## config.mk

```make
export PLATFORM = sky130hd
export DESIGN_NAME = lag_group_wsum
export DESIGN_NICKNAME = d
export VERILOG_FILES = /design/src/rtl/lag_group_wsum.sv
export SDC_FILE = /design/constraint.sdc
export NUM_CORES = 2
export LEC_CHECK = 0
export ABC_CLOCK_PERIOD_IN_PS = 10200
export BUFFER_PORTS_ARGS = -buffer_cell sky130_fd_sc_hd__buf_2
export CAP_MARGIN = 10
export CORE_MARGIN = 2
export CORE_UTILIZATION = 45
export DETAILED_ROUTE_END_ITERATION = 10
export SYNTH_ARGS = -nofsm -noshare
export SYNTH_HDL_FRONTEND = slang
export SYNTH_SLANG_ARGS = --single-unit
```

## constraint.sdc

```tcl
create_clock -name clk -period 10.2 [get_ports clk]
set_input_delay 1.02 -clock clk [delete_from_list [all_inputs] [get_ports clk]]
set_output_delay 1.02 -clock clk [all_outputs]
set_load 0.01 [all_outputs]
```

## src/rtl/lag_group_wsum.sv

```systemverilog
module lag_group_wsum #(
  parameter int C    = 4,
  parameter int DW   = 24,
  parameter int WW   = 16,
  parameter int WF   = 14,
  parameter int MAXH = 31,
  parameter int TW   = 16,
  localparam int HW  = $clog2(MAXH + 1),
  localparam int TAW = $clog2(MAXH),
  localparam int LW  = $clog2(MAXH + C + 1),
  localparam int GW  = $clog2(MAXH / C + 2),
  localparam int KW  = $clog2(C),
  localparam int AW  = DW + WW + LW + 1
) (
  input  logic                 clk,
  input  logic                 rst_n,
  input  logic                 start,
  input  logic [HW-1:0]        cfg_lags,
  input  logic [TW-1:0]        cfg_len,
  input  logic                 wt_we,
  input  logic [TAW-1:0]       wt_addr,
  input  logic signed [WW-1:0] wt_data,
  output logic                 eng_start,
  output logic [GW-1:0]        eng_group,
  output logic [TW-1:0]        eng_cycles,
  input  logic                 eng_done,
  input  logic [C*DW-1:0]      eng_sums,
  output logic                 busy,
  output logic                 done,
  output logic signed [AW-1:0] psi
);

  typedef enum logic [1:0] {S_IDLE, S_LAUNCH, S_WAIT, S_MAC} st_t;

  st_t                  st;
  logic                 done_q;
  logic [GW-1:0]        g_q, g_last;
  logic [HW-1:0]        h_q;
  logic [TW-1:0]        len_q;
  logic [KW-1:0]        k_q;
  logic signed [DW-1:0] sums_q [C];
  logic signed [WW-1:0] wtab [MAXH];
  logic signed [AW-1:0] acc;

  logic [LW-1:0]        lag;
  logic signed [WW-1:0] w;
  logic signed [AW-1:0] wx, sx;

  assign lag = LW'(g_q) * LW'(C) + LW'(k_q);

  always_comb begin
    if (lag == '0)                w = WW'(1 << (WF - 1));
    else if (lag <= LW'(h_q))     w = wtab[TAW'(lag - 1'b1)];
    else                          w = '0;
  end

  assign wx = AW'(w);
  assign sx = AW'(sums_q[k_q]);

  always_ff @(posedge clk)
    if (wt_we) wtab[wt_addr] <= wt_data;

  always_ff @(posedge clk or negedge rst_n) begin
    if (!rst_n) begin
      st     <= S_IDLE;
      done_q <= 1'b0;
      g_q    <= '0;
      g_last <= '0;
      h_q    <= '0;
      len_q  <= '0;
      k_q    <= '0;
      acc    <= '0;
      for (int i = 0; i < C; i++) sums_q[i] <= '0;
    end else begin
      case (st)
        S_IDLE: if (start) begin
          h_q    <= cfg_lags;
          len_q  <= cfg_len;
          g_last <= GW'(cfg_lags / HW'(C));
          g_q    <= '0;
          acc    <= '0;
          done_q <= 1'b0;
          st     <= S_LAUNCH;
        end
        S_LAUNCH: st <= S_WAIT;
        S_WAIT: if (eng_done) begin
          for (int i = 0; i < C; i++) sums_q[i] <= eng_sums[i*DW +: DW];
          k_q <= '0;
          st  <= S_MAC;
        end
        S_MAC: begin
          acc <= acc + wx * sx;
          if (k_q == KW'(C - 1)) begin
            if (g_q == g_last) begin
              done_q <= 1'b1;
              st     <= S_IDLE;
            end else begin
              g_q <= g_q + 1'b1;
              st  <= S_LAUNCH;
            end
          end else begin
            k_q <= k_q + 1'b1;
          end
        end
        default: st <= S_IDLE;
      endcase
    end
  end

  assign eng_start  = (st == S_LAUNCH);
  assign eng_group  = g_q;
  assign eng_cycles = len_q - TW'(g_q) * TW'(C);
  assign busy       = (st != S_IDLE);
  assign done       = done_q;
  assign psi        = acc;

endmodule

```

==> flow_summary.json <==
{
  "dr.pass1.iters": 5,
  "max_stage_delay_ns": 0.89,
  "worstSetupStartpoint": "k_q[0]$_DFFE_PN0P_",
  "place_hpwl_mm": 78.1,
  "edff_count_synth": 496,
  "cap_viol_max_count": 0,
  "dpl-instance-area_sq_um": 46200,
  "regToRegStartpoint": "k_q[0]$_DFFE_PN0P_",
  "regArea_sq_um": 19200,
  "initial_utilization_pct": 45.5,
  "final_layout_size_suffix_gt1_share_pct": 21.1,
  "vias": 25500,
  "fp.dieW_um": 314,
  "netlist_top_cells_area": "edfxtp_1 (34%), fa_1 (21%), dfrtp_1 (10%), mux4_2 (8.4%), inv_1 (4.6%)",
  "fill_cells": 8207,
  "gpl.final_weighted_congestion": 0.946,
  "largest_net_degree_at_the_start_of_global_routing": 102,
  "overflow": 0,
  "clk_pin_slew_worst_paths_ns": 0.06,
  "core_sq_um": 95300,
  "grt_first_pass_wirelength_mm": 167,
  "timing.critical_path.from_type": "flip-flop",
  "postSynth.topFlopCell": "edfxtp_1",
  "slew_violations": 0,
  "final_util_pct": 51.1,
  "share_of_async_settable_or_async_resettable_flops_after_synthesis_pct": 25.9,
  "port_buffer_count": 212,
  "insertion_delay_ns": 0.66,
  "simple_gate_share_of_the_synthesized_area_pct": 7.71,
  "first_iter_violations": 2171,
  "final.setup.tns_ns": 0,
  "synthesis.area_sq_um": 43400,
  "worstMarginPinSlew_ns": 1.10,
  "timing.rr.end": "psi[44]$_DFFE_PN0P_",
  "crit_type": "reg2reg",
  "ys_seq_area_share_pct": 44.3,
  "finalCritPeriodShare_pct": 95.0,
  "yosys_warnings": 0,
  "area_growth_syn_to_layout_pct": 12.3,
  "ctsResizeCount": 0,
  "multiInputGateArea_sq_um": 21600,
  "post_synth_xor_area_fraction_pct": 1.21,
  "cts-hold-fix-buffers": 0,
  "worst-r2r-cell-count": 30,
  "routedWlPerCell_um": 22.9,
  "vias_per_cell": 5.34,
  "grt_antenna_before_repair": 7,
  "gr-usage-all-layers_pct": 22.8,
  "min-delay-path-class": "in2async",
  "syn_area_per_cell_sq_um": 13.5,
  "max_fanout_on_critical_path": 24,
  "synth-adder-area-share_pct": 24.9,
  "synth.top_cell.area_share_pct": 34.3,
  "run_status": "complete, no violations",
  "synth-seq-cells": 669,
  "num_rows": 113,
  "layout.cells.non_filler": 4780,
  "num-nets-final": 4191,
  "die_area_sq_um": 98900,
  "grt_setup_unrepaired": "no",
  "critical_path.most_common_cell": "fa_1",
  "ctsHtreeMaxLevel": 3,
  "post-place-cells": 4637,
  "ioPinCount": 213,
  "yosys.cell_count.top_type": "inv_1",
  "synth-compound-area-share_pct": 3.58,
  "r2r_setup_slack_ns": 0.51,
  "dominant_combinational_cell_family_by_area_after_synthesis": "adder cells",
  "slowest_stage": "a211oi_1",
  "post_cts.repair.setup_buffers": 0,
  "timing.final.setup_violations": 0,
  "timing.critical_path.to_type": "flip-flop",
  "cts-root-buf": "clkbuf_16",
  "via_count_of_the_first_global_routing_pass": 27100,
  "critical_path_required_ns": 10.73,
  "die_h_um": 314,
  "min_period_ns": 9.69,
  "synth_cells": 3206,
  "detail_route.wirelength_mm": 109,
  "cts_sinks": 669,
  "cts_made_buffers": 75,
  "cts_tree": "built",
  "ys_types": 63,
  "cp.arrival_ns": 10.22,
  "max_freq_mhz": 103,
  "synth_fp_nets": 3944,
  "finish.instance_area_sq_um": 48700,
  "drt.antenna.violating_nets": 0,
  "final_hold_viol_count": 0,
  "dr_drc_count": 0,
  "synthMuxAreaShare_pct": 12.2,
  "final_setup_skew_ns": 0.0331,
  "max_root_sink_buffers": 3,
  "crit_path_end": "psi[44]$_DFFE_PN0P_",
  "synth_commonest_cells": "inv_1 (527), edfxtp_1 (496), fa_1 (448), nand2_1 (252), and2_1 (179)",
  "normalized_max_slew_margin_pct": 26.6,
  "yosysTopAreaCell": "edfxtp_1"
}
per-layer routing:
layer | vias to the layer above | wire [um] | track usage [%]
met5 | - | 25 | 0
met4 | 4 | 3160 | 6.85
met3 | 150 | 8350 | 5.17
met2 | 790 | 51300 | 36.3
met1 | 13300 | 46600 | 31.5
li1 | 11300 | - | -
cell type report:
class	count	share of cell area, %
antenna	3	0.0154
clock inverter	52	1.20
tap	1265	3.25
clock buffer	84	3.92
inverter	529	4.08
multi-input combinational	1875	44.3
timing repair buffer	303	3.73
sequential	669	39.5
flip-flops by register name, summed over array words and instances, names as in the netlist, 2 cells and up:
register and count:
len_q 16, wtab 496, st 2, h_q 5, k_q 2, eng_group 4, sums_q 96, psi 47
logic make-up (layout without fill, tap and decap cells):
kind of cell	Yosys count	after routing
AO/OA/AOI/OAI	248	248
adder cells (fa/ha/maj)	595	595
AND/OR/NAND/NOR	668	668
other	0	3
flip-flops	669	669
XOR/XNOR	58	58
multiplexers	306	306
buffers and inverters	662	968
worst max-delay path: cells and delay by family, from the launching register on:
family	cells	cell delay [ns]
adder cells (fa/ha/maj)	8	3.80
multiplexers	2	1.03
buffers and inverters	9	1.33
flip-flops	1	0.46
AO/OA/AOI/OAI	7	2.21
AND/OR/NAND/NOR	4	0.71
stage by stage:
step / setup slack (ns) / hold slack (ns)
finish: 0.510 / 0.362
global route: 0.138 / 0.386
CTS: 0.391 / 0.361
detailed placement: 0.415 / 0.488
global placement: 0.489 / 0.482
floorplan: 1.29 / 0.474
worst min-delay path by stage:
| stage | end | startpoint | slack, ns |
|---|---|---|---|
| 2_1_floorplan | sums_q[24]$_DFFE_PN0P_ | sums_q[24]$_DFFE_PN0P_ | 0.47 |
| 3_3_place_gp | sums_q[20]$_DFFE_PN0P_ | sums_q[20]$_DFFE_PN0P_ | 0.48 |
| 3_5_place_dp | sums_q[17]$_DFFE_PN0P_ | sums_q[17]$_DFFE_PN0P_ | 0.49 |
| 4_1_cts | sums_q[55]$_DFFE_PN0P_ | rst_n | 0.36 |
| 5_1_grt | sums_q[55]$_DFFE_PN0P_ | rst_n | 0.39 |
| 6_report | sums_q[55]$_DFFE_PN0P_ | rst_n | 0.36 |
cell usage in the layout, fill, tap and decap left out, drive strengths merged, types with 62 or more instances in the layout:
master / n
ha: 147
buf: 302
nor2: 98
nand2: 252
dfrtp: 173
inv: 531
mux2: 121
fa: 448
edfxtp: 496
clkbuf: 85
mux4: 165
and2: 198
a21oi: 79
o21ai: 62
Power is not shown: default switching activity piles up to over one toggle a cycle in this logic, so the estimate is an artifact.
